--- config.mk ---
export PLATFORM = sky130hd
export DESIGN_NAME = a429_tt_test_tx
export DESIGN_NICKNAME = d
export VERILOG_FILES = /design/src/rtl/a429_tt_pkg.sv /design/src/rtl/a429_tt_bit_timer.sv /design/src/rtl/a429_tt_shifter.sv /design/src/rtl/a429_tt_rz_encoder.sv /design/src/rtl/a429_tt_lb_select.sv /design/src/rtl/a429_tt_test_tx.sv
export SDC_FILE = /design/constraint.sdc
export NUM_CORES = 1
export LEC_CHECK = 0
export ABC_AREA = 1
export BUFFER_PORTS_ARGS = -buffer_cell sky130_fd_sc_hd__buf_2
export CAP_MARGIN = 20
export CORE_ASPECT_RATIO = 1.75
export CORE_MARGIN = 3
export CORE_UTILIZATION = 43
export CTS_BUF_LIST = sky130_fd_sc_hd__clkbuf_4
export CTS_CLUSTER_SIZE = 10
export DETAILED_ROUTE_END_ITERATION = 8
export GPL_TIMING_DRIVEN = 0
export PLACE_DENSITY = 0.79
export SLEW_MARGIN = 20
export SYNTH_ARGS = -nofsm -noshare
export SYNTH_HDL_FRONTEND = slang
export SYNTH_HIERARCHICAL = 1
export SYNTH_SLANG_ARGS = --single-unit
export TNS_END_PERCENT = 20
--- constraint.sdc ---
create_clock -name clk_i -period 2 [get_ports clk_i]
set_input_delay 0.2 -clock clk_i [delete_from_list [all_inputs] [get_ports clk_i]]
set_output_delay 0.2 -clock clk_i [all_outputs]
set_load 0.1 [all_outputs]
--- src/rtl/a429_tt_pkg.sv ---
package a429_tt_pkg;

  typedef enum logic [1:0] {
    ST_IDLE,
    ST_SEND,
    ST_GAP
  } tx_state_e;

  typedef struct packed {
    logic hi;
    logic lo;
  } line_pair_t;

  localparam line_pair_t LINE_NULL = '{hi: 1'b0, lo: 1'b0};
  localparam line_pair_t LINE_ONE  = '{hi: 1'b1, lo: 1'b0};
  localparam line_pair_t LINE_ZERO = '{hi: 1'b0, lo: 1'b1};

  function automatic line_pair_t rz_symbol(logic drive, logic data);
    if (!drive) return LINE_NULL;
    return data ? LINE_ONE : LINE_ZERO;
  endfunction

endpackage

--- src/rtl/a429_tt_bit_timer.sv ---
module a429_tt_bit_timer #(
  parameter int FAST_DIV = 16,
  parameter int SLOW_DIV = 128,
  localparam int MAX_DIV = (FAST_DIV > SLOW_DIV) ? FAST_DIV : SLOW_DIV,
  localparam int CW = $clog2(MAX_DIV + 1)
) (
  input  logic clk_i,
  input  logic rst_ni,
  input  logic start_i,
  input  logic fast_i,
  input  logic run_i,
  output logic half_o,
  output logic bit_end_o
);

  logic [CW-1:0] cnt_q;
  logic [CW-1:0] div_q;

  assign bit_end_o = run_i && (cnt_q == div_q - CW'(1));
  assign half_o    = cnt_q < (div_q >> 1);

  always_ff @(posedge clk_i or negedge rst_ni) begin
    if (!rst_ni) begin
      cnt_q <= '0;
      div_q <= CW'(SLOW_DIV);
    end else if (start_i) begin
      cnt_q <= '0;
      div_q <= fast_i ? CW'(FAST_DIV) : CW'(SLOW_DIV);
    end else if (run_i) begin
      cnt_q <= bit_end_o ? '0 : cnt_q + CW'(1);
    end
  end

  // slot counter stays inside the chosen period
  a_r6_count_in_period: assert property (@(posedge clk_i) disable iff (!rst_ni)
    run_i |-> (cnt_q < div_q));

  a_r6_rate_latched: assert property (@(posedge clk_i) disable iff (!rst_ni)
    (run_i && !start_i) |=> $stable(div_q));

endmodule

--- src/rtl/a429_tt_shifter.sv ---
module a429_tt_shifter
  import a429_tt_pkg::*;
#(
  parameter int WORD_W   = 32,
  parameter int GAP_BITS = 4,
  localparam int CMAX = (WORD_W > GAP_BITS) ? WORD_W : GAP_BITS,
  localparam int IW = $clog2(CMAX)
) (
  input  logic              clk_i,
  input  logic              rst_ni,
  input  logic              wr_en_i,
  input  logic [WORD_W-1:0] word_i,
  input  logic              bit_end_i,
  output logic              start_o,
  output logic              busy_o,
  output logic              send_o,
  output logic              bit_o
);

  tx_state_e         state_q;
  logic [WORD_W-1:0] shift_q;
  logic [IW-1:0]     idx_q;

  assign start_o = wr_en_i && (state_q == ST_IDLE);
  assign busy_o  = state_q != ST_IDLE;
  assign send_o  = state_q == ST_SEND;
  assign bit_o   = shift_q[0];

  always_ff @(posedge clk_i or negedge rst_ni) begin
    if (!rst_ni) begin
      state_q <= ST_IDLE;
      shift_q <= '0;
      idx_q   <= '0;
    end else begin
      unique case (state_q)
        ST_IDLE: if (wr_en_i) begin
          shift_q <= word_i;
          idx_q   <= '0;
          state_q <= ST_SEND;
        end
        ST_SEND: if (bit_end_i) begin
          shift_q <= shift_q >> 1;
          if (idx_q == IW'(WORD_W - 1)) begin
            idx_q   <= '0;
            state_q <= ST_GAP;
          end else begin
            idx_q <= idx_q + IW'(1);
          end
        end
        ST_GAP: if (bit_end_i) begin
          if (idx_q == IW'(GAP_BITS - 1)) begin
            idx_q   <= '0;
            state_q <= ST_IDLE;
          end else begin
            idx_q <= idx_q + IW'(1);
          end
        end
        default: state_q <= ST_IDLE;
      endcase
    end
  end

  a_r2_accept_starts: assert property (@(posedge clk_i) disable iff (!rst_ni)
    (wr_en_i && !busy_o) |=> (send_o && idx_q == '0));

  a_r8_busy_write_ignored: assert property (@(posedge clk_i) disable iff (!rst_ni)
    (busy_o && wr_en_i && !bit_end_i) |=> $stable(shift_q));

  a_r7_idle_after_gap: assert property (@(posedge clk_i) disable iff (!rst_ni)
    $fell(busy_o) |-> ($past(state_q) == ST_GAP));

endmodule

--- src/rtl/a429_tt_rz_encoder.sv ---
module a429_tt_rz_encoder
  import a429_tt_pkg::*;
(
  input  logic       clk_i,
  input  logic       rst_ni,
  input  logic       send_i,
  input  logic       half_i,
  input  logic       bit_i,
  output line_pair_t pair_o
);

  assign pair_o = rz_symbol(send_i && half_i, bit_i);

  a_r4_never_both: assert property (@(posedge clk_i) disable iff (!rst_ni)
    !(pair_o.hi && pair_o.lo));

  a_r5_null_second_half: assert property (@(posedge clk_i) disable iff (!rst_ni)
    !half_i |-> (pair_o == LINE_NULL));

endmodule

--- src/rtl/a429_tt_lb_select.sv ---
module a429_tt_lb_select
  import a429_tt_pkg::*;
#(
  parameter int NCH = 8
) (
  input  line_pair_t           tx_i,
  input  logic [NCH-1:0]       lb_en_ni,
  input  logic [NCH-1:0]       ext_hi_i,
  input  logic [NCH-1:0]       ext_lo_i,
  output logic [NCH-1:0]       ch_hi_o,
  output logic [NCH-1:0]       ch_lo_o
);

  for (genvar c = 0; c < NCH; c++) begin : g_ch
    assign ch_hi_o[c] = lb_en_ni[c] ? ext_hi_i[c] : tx_i.hi;
    assign ch_lo_o[c] = lb_en_ni[c] ? ext_lo_i[c] : tx_i.lo;
  end

endmodule

--- src/rtl/a429_tt_test_tx.sv ---
module a429_tt_test_tx
  import a429_tt_pkg::*;
#(
  parameter int CLK_HZ   = 1_600_000,
  parameter int FAST_BPS = 100_000,
  parameter int SLOW_BPS = 12_500,
  parameter int WORD_W   = 32,
  parameter int GAP_BITS = 4,
  parameter int NCH      = 8,
  localparam int FAST_DIV = CLK_HZ / FAST_BPS,
  localparam int SLOW_DIV = CLK_HZ / SLOW_BPS
) (
  input  logic              clk_i,
  input  logic              rst_ni,
  input  logic              wr_en_i,
  input  logic              wr_fast_i,
  input  logic [WORD_W-1:0] wr_word_i,
  input  logic [NCH-1:0]    lb_en_ni,
  input  logic [NCH-1:0]    ext_hi_i,
  input  logic [NCH-1:0]    ext_lo_i,
  output logic              tx_hi_o,
  output logic              tx_lo_o,
  output logic [NCH-1:0]    ch_hi_o,
  output logic [NCH-1:0]    ch_lo_o,
  output logic              busy_o
);

  logic       start, busy, send, data_bit, half, bit_end;
  line_pair_t tx_pair;

  a429_tt_shifter #(
    .WORD_W  (WORD_W),
    .GAP_BITS(GAP_BITS)
  ) u_shift (
    .clk_i    (clk_i),
    .rst_ni   (rst_ni),
    .wr_en_i  (wr_en_i),
    .word_i   (wr_word_i),
    .bit_end_i(bit_end),
    .start_o  (start),
    .busy_o   (busy),
    .send_o   (send),
    .bit_o    (data_bit)
  );

  a429_tt_bit_timer #(
    .FAST_DIV(FAST_DIV),
    .SLOW_DIV(SLOW_DIV)
  ) u_timer (
    .clk_i    (clk_i),
    .rst_ni   (rst_ni),
    .start_i  (start),
    .fast_i   (wr_fast_i),
    .run_i    (busy),
    .half_o   (half),
    .bit_end_o(bit_end)
  );

  a429_tt_rz_encoder u_enc (
    .clk_i (clk_i),
    .rst_ni(rst_ni),
    .send_i(send),
    .half_i(half),
    .bit_i (data_bit),
    .pair_o(tx_pair)
  );

  a429_tt_lb_select #(.NCH(NCH)) u_lb (
    .tx_i    (tx_pair),
    .lb_en_ni(lb_en_ni),
    .ext_hi_i(ext_hi_i),
    .ext_lo_i(ext_lo_i),
    .ch_hi_o (ch_hi_o),
    .ch_lo_o (ch_lo_o)
  );

  assign tx_hi_o = tx_pair.hi;
  assign tx_lo_o = tx_pair.lo;
  assign busy_o  = busy;

  // gap after the word is silent while busy holds
  a_r7_gap_silent: assert property (@(posedge clk_i) disable iff (!rst_ni)
    (busy && !send) |-> (!tx_hi_o && !tx_lo_o));

  a_r1_idle_silent: assert property (@(posedge clk_i) disable iff (!rst_ni)
    !busy_o |-> (!tx_hi_o && !tx_lo_o));

endmodule

==> results by group, run 1 <==
Status
  – Status: finished, violations left
  – Failing checks: setup timing

CTS
  – Maximum clock path buffer count: 2
  – Clock Tree Root: clkbuf_4
  – CTS tree: yes
  – Total CTS buffers: 5
  – Clock Latency Late Sink: around 0.37 ns
  – Clock transition at path regs: around 0.14 ns
  – # H-tree levels: 2
  – Clock sinks: a little under 50

Synthesis
  – Mapped Cells: roughly 450
  – Top cell type's share of synthesized area: 0.3938
  – Cell variety after synth: 28
  – Yosys top cell by area: dfrtp_1
  – Synthesized Nets: a little over 500
  – Sequential fraction of the synthesis area: 0.4024
  – Top cells by area, synth: dfrtp_1, nand2_1, o21ai_0
  – Mean post-synth cell area: around 7 um2
  – Ys flop type: dfrtp_1
  – Cell Area, Synth: approximately 3100 um2
  – Number of flops mapped to enable cells by yosys: 0
  – Flops & latches, synth: just under 50
  – Async set or reset register ratio after synthesis: 1.000
  – Yosys warnings: 6

STA
  – FMAX: ~420 MHz
  – Worst slew pin tran: between 0.6 and 0.7 ns
  – Final Setup Violations: 53
  – RSZ-0062 raised after global routing: yes
  – Fin crit share: 1.185
  – Fin. Hold Viols: 0
  – Final worst path period need: about 2.4 ns
  – Max-slew violation count: 0
  – Clk_skew: about 0.012 ns
  – Worst Setup Slack, final: -0.3703 ns
  – Slew headroom: 0.5916

Floorplan
  – Initial Util: 0.4449
  – Core footprint: 6857 um2
  – Die height: 117.4 um
  – I/O pins: between 70 and 80
  – Die width: 69.67 um
  – Rows: 40
  – Die area: between 8000 and 9000 um2

Final layout
  – Footprint of the multi-input gates: ~2000 um2
  – Reg area: roughly 1200 um2
  – Ant diodes: 0
  – Final Util: 0.6482
  – Layout fillers: approximately 530
  – Share of cells above drive strength 1: 0.2959
  – Design area: 4444 um2
  – Total Nets Final: approximately 600
  – Area Growth Syn to Fin: 45.69%

Drt
  – Final ANT Viol Nets: 0
  – Drt via density: around 5.0
  – Vias after detailed routing: around 3000
  – Wire length after detailed routing: 7.347 mm
  – Residual DRC: 0
  – TritonRoute pass-1 iters: 4
  – Post-DR wirelength/cell: 11.89 um
  – Initial DRC Count: 93

Global route
  – Antenna violations before repair: 0
  – Grt ovf: 0
  – Largest net degree at the start of global routing: 50
  – First-pass GRT wire length: 12.98 mm
  – Global-route usage over all layers: 0.1893
  – Vias in the first global route: between 2000 and 3000

Run
  – Max-Cap Viols: 0

Placement
  – GPL Wtd Cong: about 0.8
  – Buffers on Ports: slightly below 80
  – Hpwl dp: 5.549 mm
  – Placement Cell Area: between 4000 and 5000 um2
  – Pre-CTS setup slack: -0.2702 ns

Worst setup path
  – Crit Path Class: flip-flop to output pin
  – Max FO, Critical Path: 8
  – CP Capture Type: output pin
  – Worst setup SP type: flip-flop
  – Worst path arrival time: about 2.2 ns
  – CP Data Required Time: 1.80 ns

Pwr
  – Worst IR drop on VDD: a little under 0.8 mV
  – Pwr dens: about 1400 nW/um2
  – Leak: around 2.3 nW

Worst hold path
  – Hold Crit Class: input port to flip-flop
[registers in the layout, indices dropped and copies added (netlist names)]
name	flops
u_shift/idx_q	5
u_shift/shift_q	32
u_shift/state_q	2
u_timer/cnt_q	8
u_timer/div_q	2
[cells in the final DEF, fill, tap and decap left out, types with 6 or more instances in the layout]
cell      Yosys  layout
inv_1        69      67
clkbuf_4      0       6
nand2_1     170     137
nand2_8       0      27
buf_4         3       9
buf_12        0      19
nand3_1      25      25
ha_1          9       8
o21ai_0      63      63
buf_2         5      60
dfrtp_1      48      46
nor2_1       13      10
[area by class of cell]
class / count / share of cell area
plain buffers: 15 / 0.03350
repair buffers: 81 / 0.1515
well taps: 84 / 0.02365
clock buffers: 6 / 0.01014
multi-input cells: 309 / 0.4400
inverters: 72 / 0.06222
flip-flops and latches: 49 / 0.2767
clock inverters: 2 / 0.002252
[worst max-delay path, stage by stage (launching register included)]
cell and delay [ns]:
dfstp_2 0.57, inv_4 0.04, ha_4 0.20, a211oi_2 0.19
nand2_2 0.12, nor2_4 0.16, buf_12 0.22, nand2_8 0.08
nand2_8 0.06, buf_12 0.17
[logic make-up after synthesis]
kind of cell	after synthesis	synth area share
AO/OA/AOI/OAI	74	0.1280
XOR/XNOR	3	0.008615
adder cells (fa/ha/maj)	9	0.03692
buffers and inverters	87	0.1251
flip-flops	49	0.4024
AND/OR/NAND/NOR	223	0.2990
[routing by layer]
metal | vias up | track usage | routed length [um]
li1 | 1550 | - | -
met1 | 1422 | 0.2085 | 2790
met2 | 78 | 0.3589 | 4070
met3 | 11 | 0.02916 | 332
met4 | 0 | 0.06595 | 153
met5 | - | 0 | 0
[final timing paths]
check / slack, ns / to / from / depth (start not counted)
worst max-delay path: -0.37 / ch_hi_o[2] / u_timer/div_q[7] / 9
worst min-delay path: 0.07 / u_shift/shift_q[31] / wr_word_i[31] / 3
worst max register to register: -0.17 / u_shift/shift_q[26] / u_shift/state_q[0] / 12
worst min register to register: 0.53 / u_shift/shift_q[31] / u_shift/shift_q[31] / 2
max in group asynchronous: 1.19 / u_timer/cnt_q[4] / rst_ni / 2
min in group asynchronous: 0.37 / u_shift/shift_q[8] / rst_ni / 2
[cell usage after synthesis (2+ instances only)]
cell type,instances
nor2_1,13
inv_1,69
o21ai_0,63
nor2_2,4
nand2_1,170
buf_2,5
nand3_1,25
buf_4,3
buf_6,5
xor2_1,3
a21oi_1,3
nand4_1,2
dfrtp_1,48
clkbuf_1,2
nand2_2,4
nor3_1,2
inv_2,2
o21ai_1,4
ha_1,9
[through the flow]
step           power [mW]  hold WS (ns)  cells  setup TNS, ns
5_1_grt             6.557       0.09112    618         -22.44
3_5_place_dp        5.263        0.4574    607         -9.348
6_report            6.036       0.07256    618         -10.60
3_3_place_gp        5.158        0.4565    607         -7.517
2_1_floorplan       4.567      -0.09559    445         -12.87
4_1_cts             6.024       0.04156    616         -12.61
[what timing repair did]
action,4_1_cts,5_1_grt
buffers inserted,1,1
endpoints found under the setup margin,56,59
pin swaps,13,4
hold endpoints to repair,0,48
resized for setup,70,8
hold buffers,0,1
[where the power goes]
part | total [mW] | switching (mW) | internal, mW | leakage, nW
combinational | 3.99 | 2.58 | 1.41 | 1.62
clock | 0.459 | 0.311 | 0.148 | 0.0354
sequential | 1.58 | 0.183 | 1.40 | 0.619
Note: power is estimated with default switching activity, not from simulation.
==> run 2: changes to the inputs <==
Settings changed: SYNTH_HIERARCHICAL 1 to unset.
==> run 2 against run 1 <==
Combinational power is 7.3% higher. Die area increased by 4.6%. Power grew 6.5%. The run still ends with setup timing left. Largest cell class unchanged. Area after synthesis grew 5.0%. Cell count is 1.3% higher. Routed wire length rose by 12%. First-iteration DRC count grew 76%. Via count is 5.2% higher.
==> results by group, run 2 <==
Synthesis
  – Top cell type's share of synthesized area: 0.3751
  – Mapped Cells: roughly 450
  – Synthesized Nets: 516
  – Top cells by area, synth: dfrtp_1, nand2_1, nand3_1
  – Number of flops mapped to enable cells by yosys: 0
  – Sequential fraction of the synthesis area: 0.3834
  – Ys flop type: dfrtp_1
  – Count leader, synth: nand2_1
  – Flops & latches, synth: 49
  – Mean post-synth cell area: around 7 um2
  – Cell Area, Synth: around 3200 um2
  – Cell variety after synth: 34
  – Async set or reset register ratio after synthesis: 1.000
  – Yosys warnings: 0
  – Yosys top cell by area: dfrtp_1
  – Post-synth top cells: nand2_1, nand3_1, dfrtp_1

Drt
  – Residual DRC: 0
  – Wire length after detailed routing: between 8 and 9 mm
  – Initial DRC Count: between 150 and 200
  – Drt via density: just over 5
  – Vias after detailed routing: 3219
  – Final ANT Viol Nets: 0
  – Post-DR wirelength/cell: 13.10 um
  – TritonRoute pass-1 iters: 4

STA
  – FMAX: 442.5 MHz
  – Slew headroom: 0.5754
  – Fin crit share: 1.130
  – Final worst path period need: ~2.3 ns
  – Worst Setup Slack, final: -0.2600 ns
  – RSZ-0062 raised after global routing: yes
  – Worst hold slack: between 0.03 and 0.04 ns
  – Max-slew violation count: 0
  – Fin. Hold Viols: 0
  – Final Setup Violations: 18
  – Clk_skew: approximately 0.017 ns
  – Worst slew pin tran: 0.6369 ns

Worst setup path
  – Crit Path Class: flip-flop to output pin
  – RR Startpoint: u_shift.state_q[0]
  – Critical path's slowest cell: dfstp_2
  – Worst path arrival time: around 2 ns
  – R2R Setup Slk: 0.19 ns
  – Worst-path cell chain: inv_4 > ha_4 > nor3_4 > nand2_2 > nor2_4 > buf_12 > nand2_2 > nand2_8 > buf_12
  – Worst Reg-to-Reg Cells: 9
  – Max FO, Critical Path: 9
  – CP Capture Type: output pin
  – CP Data Required Time: about 1.8 ns
  – Reg-to-Reg End: u_shift.idx_q[3]
  – CP bufs+invs: 3
  – Worst path max stage delay: slightly below 0.6 ns
  – Worst setup SP type: flip-flop
  – Kind of cell adding the most delay to the critical path: flip-flops

Final layout
  – Most frequent cells in the layout: nand2_1, nand3_1, buf_2
  – Area Growth Syn to Fin: 39.55%
  – Largest register FFs: 32
  – Largest register by flop count: u_shift.shift_q
  – Top flop regs: u_shift.shift_q x32, u_timer.cnt_q x8, u_shift.idx_q x5
  – Total Nets Final: slightly above 600
  – Ant diodes: 0
  – Share of cells above drive strength 1: 0.3296
  – Non-filler cells in the finished layout: 626
  – Commonest non-fill, non-tap cell in the layout: nand2_1
  – Design area: roughly 4500 um2

Floorplan
  – Initial Util: 0.4427
  – I/O pins: about 80
  – Rows: between 40 and 50
  – Die height: roughly 120 um
  – Core footprint: between 7000 and 8000 um2
  – Die area: approximately 8600 um2
  – Die width: 71.23 um

Pwr
  – Leak: 2.304 nW
  – Power, Total: 6.430 mW
  – Flop pwr share: 0.261
  – Worst IR drop on VDD: just under 0.8 mV
  – Clock power frac: 0.073
  – Pwr dens: 1439 nW/um2
  – Internal: 3.121 mW
  – Switching Fraction: 0.5146
  – Switching Power: between 3 and 4 mW
  – Comb power frac: 0.666

Global route
  – First-pass GRT wire length: roughly 14 mm
  – Grt ovf: 0
  – Vias in the first global route: 3274
  – Global-route usage over all layers: 0.2070
  – Largest net degree at the start of global routing: 50
  – Antenna violations before repair: 0

Placement
  – Pre-CTS setup slack: -0.2993 ns
  – Placement Cell Area: approximately 4100 um2
  – Buffers on Ports: 78
  – GPL Wtd Cong: approximately 0.86
  – Hpwl dp: 6.005 mm
  – Placed cell count: about 600

CTS
  – CTS tree: yes
  – Clock sinks: 49
  – Total CTS buffers: 5
  – Maximum clock path buffer count: 2
  – # H-tree levels: 2
  – Clock transition at path regs: around 0.15 ns
  – Clock Latency Late Sink: 0.39 ns
  – Clock Tree Root: clkbuf_4

Status
  – Failing checks: setup timing
  – Status: finished, violations left

Run
  – Max-Cap Viols: 0

Worst hold path
  – Worst Hold Path EP: u_shift.shift_q[31]
  – Hold depth: 3
  – Hold Crit Class: input port to flip-flop
  – HP Start: wr_word_i[31]
==> run 2: layout make-up <==
type,instances,area [um2]
clock inverters,3,17.52
repair buffers,85,728.2
plain buffers,19,158.9
fillers,609,2765
multi-input cells,353,2083
flip-flops and latches,49,1227
inverters,26,107.6
clock buffers,5,37.54
well taps,86,107.6
==> run 2: kinds of logic (layout without fill, tap and decap cells) <==
family	count (synthesis)	count (layout)	synth area share
AOI/OAI and AO/OA	16	16	0.02853
xor gates and xnor gates	4	4	0.01094
adders and majority gates	9	9	0.03517
buffers and inverters	45	138	0.07620
DFF	49	49	0.3834
and+or+nand+nor	324	324	0.4658
==> run 2: metrics by stage <==
step	util	setup TNS [ns]
global route	0.6177	-5.746
detailed placement	0.5608	-4.743
floorplan	-	-4.408
global placement	0.5608	-3.682
finish	0.6177	-4.137
CTS	0.6134	-4.609
==> run 2: what timing repair did <==
item                       CTS  global route
hold buffers                 0             1
pin swaps                    3             0
gates resized for setup     69             8
setup endpoints to repair   19            56
buffers inserted             6             0
hold endpoints to repair     0            48
==> run 2: worst max-delay path by stage <==
stage	start	end	slack, ns	depth (start not counted)
floorplan	u_shift.state_q[1]	ch_lo_o[0]	-0.29	9
global placement	u_shift.state_q[1]	ch_lo_o[3]	-0.24	10
detailed placement	u_shift.state_q[1]	ch_lo_o[3]	-0.30	10
CTS	u_timer.div_q[7]	ch_lo_o[7]	-0.27	9
global route	u_timer.div_q[7]	ch_lo_o[5]	-0.36	9
finish	u_timer.div_q[7]	ch_lo_o[5]	-0.26	9
==> run 2: power groups by stage <==
stage / combinational (mW) / sequential, mW / clock (mW)
2_1_floorplan: 3.18 / 1.64 / 0
3_3_place_gp: 3.75 / 1.69 / 0
3_5_place_dp: 3.83 / 1.71 / 0
4_1_cts: 4.27 / 1.67 / 0.489
5_1_grt: 4.70 / 1.74 / 0.518
6_report: 4.28 / 1.68 / 0.467
==> run 2: tightest hold or removal path, delay by kind of cell <==
kind	cells	cell delay (ns)
and+or+nand+nor	2	0.12
buffers and inverters	1	0.07
==> run 2: layer usage <==
layer,GRT usage,vias up,wire [um]
met4,0.1024,0,260
met3,0.02850,21,403
met1,0.2274,1498,3118
met2,0.3773,102,4419
li1,-,1598,-
met5,0,-,0
==> run 3: changes to the inputs <==
Settings changed: CORE_UTILIZATION 43 to 35, PLACE_DENSITY 0.79 to 0.68.
==> run 3 against run 2 <==
The run still ends with setup timing left. Non-clock buffer count shrank 2. Maximum frequency grew 2.0%. Cell count grew 4.6%. Critical path type unchanged. Critical endpoint is now ch_hi_o[7]. Largest cell class unchanged. Largest power group unchanged.
==> results by group, run 3 (same netlist as run 2, synthesis figures left out) <==
Placement
  – Pre-CTS setup slack: -0.2790 ns
  – Hpwl dp: around 6.0 mm
  – Buffers on Ports: between 70 and 80
  – Placement Cell Area: just over 4000 um2
  – GPL Wtd Cong: between 0.7 and 0.8

Worst setup path
  – Max FO, Critical Path: 9
  – Crit Path Class: flip-flop to output pin
  – Worst setup SP type: flip-flop
  – CP Data Required Time: 1.80 ns
  – CP bufs+invs: 3
  – R2R Setup Slk: about 0.22 ns
  – Worst path arrival time: between 2 and 2.5 ns
  – RR Startpoint: u_shift.state_q[1]
  – Worst path max stage delay: roughly 0.6 ns
  – Reg-to-Reg End: u_shift.idx_q[2]
  – Critical path's slowest cell: dfstp_2
  – Worst-path cell chain: inv_4 > ha_4 > nor3_4 > nand2_2 > nor2_4 > buf_12 > nand2_2 > nand2_8 > buf_12
  – CP Capture Type: output pin
  – Worst Reg-to-Reg Cells: 9
  – Kind of cell adding the most delay to the critical path: flip-flops

Global route
  – Global-route usage over all layers: 0.1645
  – Antenna violations before repair: 0
  – First-pass GRT wire length: 14.17 mm
  – Vias in the first global route: around 3200
  – Grt ovf: 0
  – Largest net degree at the start of global routing: 50

Final layout
  – Final Util: 0.5111
  – Top flop regs: u_shift.shift_q x32, u_timer.cnt_q x8, u_shift.idx_q x5
  – Design area: between 4000 and 5000 um2
  – Largest register by flop count: u_shift.shift_q
  – Most frequent cells in the layout: nand2_1, nand3_1, buf_2
  – Area Growth Syn to Fin: 40.21%
  – Commonest non-fill, non-tap cell in the layout: nand2_1
  – Largest register FFs: 32
  – Share of cells above drive strength 1: 0.3271
  – Total Nets Final: between 600 and 700
  – Ant diodes: 0

Worst hold path
  – Worst Hold Path EP: u_shift.shift_q[31]
  – HP Start: wr_word_i[31]
  – Hold depth: 3
  – Hold Crit Class: input port to flip-flop

Floorplan
  – Core footprint: approximately 8800 um2
  – Die area: between 10000 and 15000 um2
  – I/O pins: just under 80
  – Die height: 132.5 um
  – Rows: 45
  – Initial Util: 0.3645
  – Die width: around 78 um

STA
  – Final worst path period need: about 2.2 ns
  – Worst Setup Slack, final: -0.2154 ns
  – Worst slew pin tran: between 0.6 and 0.7 ns
  – Fin. Hold Viols: 0
  – RSZ-0062 raised after global routing: yes
  – Final Setup Violations: 18
  – Clk_skew: approximately 0.016 ns
  – Slew headroom: 0.5738
  – Max-slew violation count: 0
  – FMAX: 451.4 MHz
  – Fin crit share: 1.108

Drt
  – Initial DRC Count: 150
  – Wire length after detailed routing: just over 8 mm
  – TritonRoute pass-1 iters: 4
  – Residual DRC: 0
  – Drt via density: approximately 4.9
  – Post-DR wirelength/cell: approximately 12 um
  – Vias after detailed routing: 3214
  – Final ANT Viol Nets: 0

Run
  – Max-Cap Viols: 0

Status
  – Status: finished, violations left
  – Failing checks: setup timing

CTS
  – # H-tree levels: 2
  – Clock Tree Root: clkbuf_4
  – Total CTS buffers: 5
  – Clock transition at path regs: about 0.14 ns
  – Clock sinks: 49
  – Clock Latency Late Sink: between 0.3 and 0.4 ns
  – Maximum clock path buffer count: 2
  – CTS tree: yes

Pwr
  – Power, Total: about 6.4 mW
  – Leak: between 2 and 2.5 nW
  – Pwr dens: 1424 nW/um2
  – Worst IR drop on VDD: between 0.6 and 0.7 mV
## run 3: stage by stage
step / instances / hold slack, ns / setup TNS [ns]
floorplan: 447 / -0.09559 / -4.408
detailed placement: 642 / 0.2686 / -4.428
global route: 655 / 0.06096 / -5.195
global placement: 642 / 0.4407 / -3.857
finish: 655 / 0.05395 / -3.584
CTS: 654 / 0.03418 / -4.113
## run 3: how the worst max path moves through the flow
| stage | startpoint | endpoint | slack, ns | cells after the start |
|---|---|---|---|---|
| 2_1_floorplan | u_shift.state_q[1] | ch_lo_o[0] | -0.29 | 9 |
| 3_3_place_gp | u_shift.state_q[1] | ch_lo_o[6] | -0.25 | 10 |
| 3_5_place_dp | u_shift.state_q[1] | ch_lo_o[6] | -0.28 | 10 |
| 4_1_cts | u_timer.div_q[7] | ch_lo_o[5] | -0.24 | 9 |
| 5_1_grt | u_shift.state_q[1] | ch_lo_o[6] | -0.31 | 11 |
| 6_report | u_timer.div_q[7] | ch_hi_o[7] | -0.22 | 9 |
## run 3: worst register-to-register path, stage by stage (launching register included)
cell,delay [ns]
dfrtp_1,0.39
inv_2,0.07
buf_4,0.13
ha_1,0.19
inv_2,0.16
nor2_2,0.12
nor2_1,0.34
nand2_2,0.16
nand2_1,0.09
nand2_1,0.04
## run 3: final cells by class
cell class / count / area [um2]
clock buffers: 7 / 52.55
plain buffers: 19 / 158.9
repair buffers: 83 / 709.4
fillers: 863 / 4294
clock inverters: 1 / 5.005
multi-input cells: 353 / 2081
inverters: 26 / 107.6
well taps: 117 / 146.4
flip-flops and latches: 49 / 1229
## run 3: report_power, final
part	total (mW)	internal (mW)	leakage, nW	switching [mW]
Clock	0.483	0.165	0.0361	0.318
Combinational	4.21	1.53	1.66	2.68
Sequential	1.70	1.43	0.600	0.275
Total	6.39	3.12	2.30	3.27
## run 3: timing repair
| action | in CTS | in global routing |
|---|---|---|
| hold buffers | 1 | 0 |
| hold endpoints to repair | 48 | 0 |
| cloned | 0 | 0 |
| setup buffers | 3 | 1 |
| gates resized for setup | 70 | 6 |
| pin swaps | 3 | 0 |
| setup endpoints to repair | 19 | 53 |
## run 3: routing by layer
| layer | wire (um) | track usage | part of all wire | vias up |
|---|---|---|---|---|
| met5 | 0 | 0 | 0 | - |
| met4 | 104 | 0.04864 | 0.013 | 0 |
| met3 | 429 | 0.02452 | 0.053 | 7 |
| met2 | 4496 | 0.3139 | 0.56 | 93 |
| met1 | 3068 | 0.1836 | 0.38 | 1514 |
| li1 | - | - | - | 1600 |
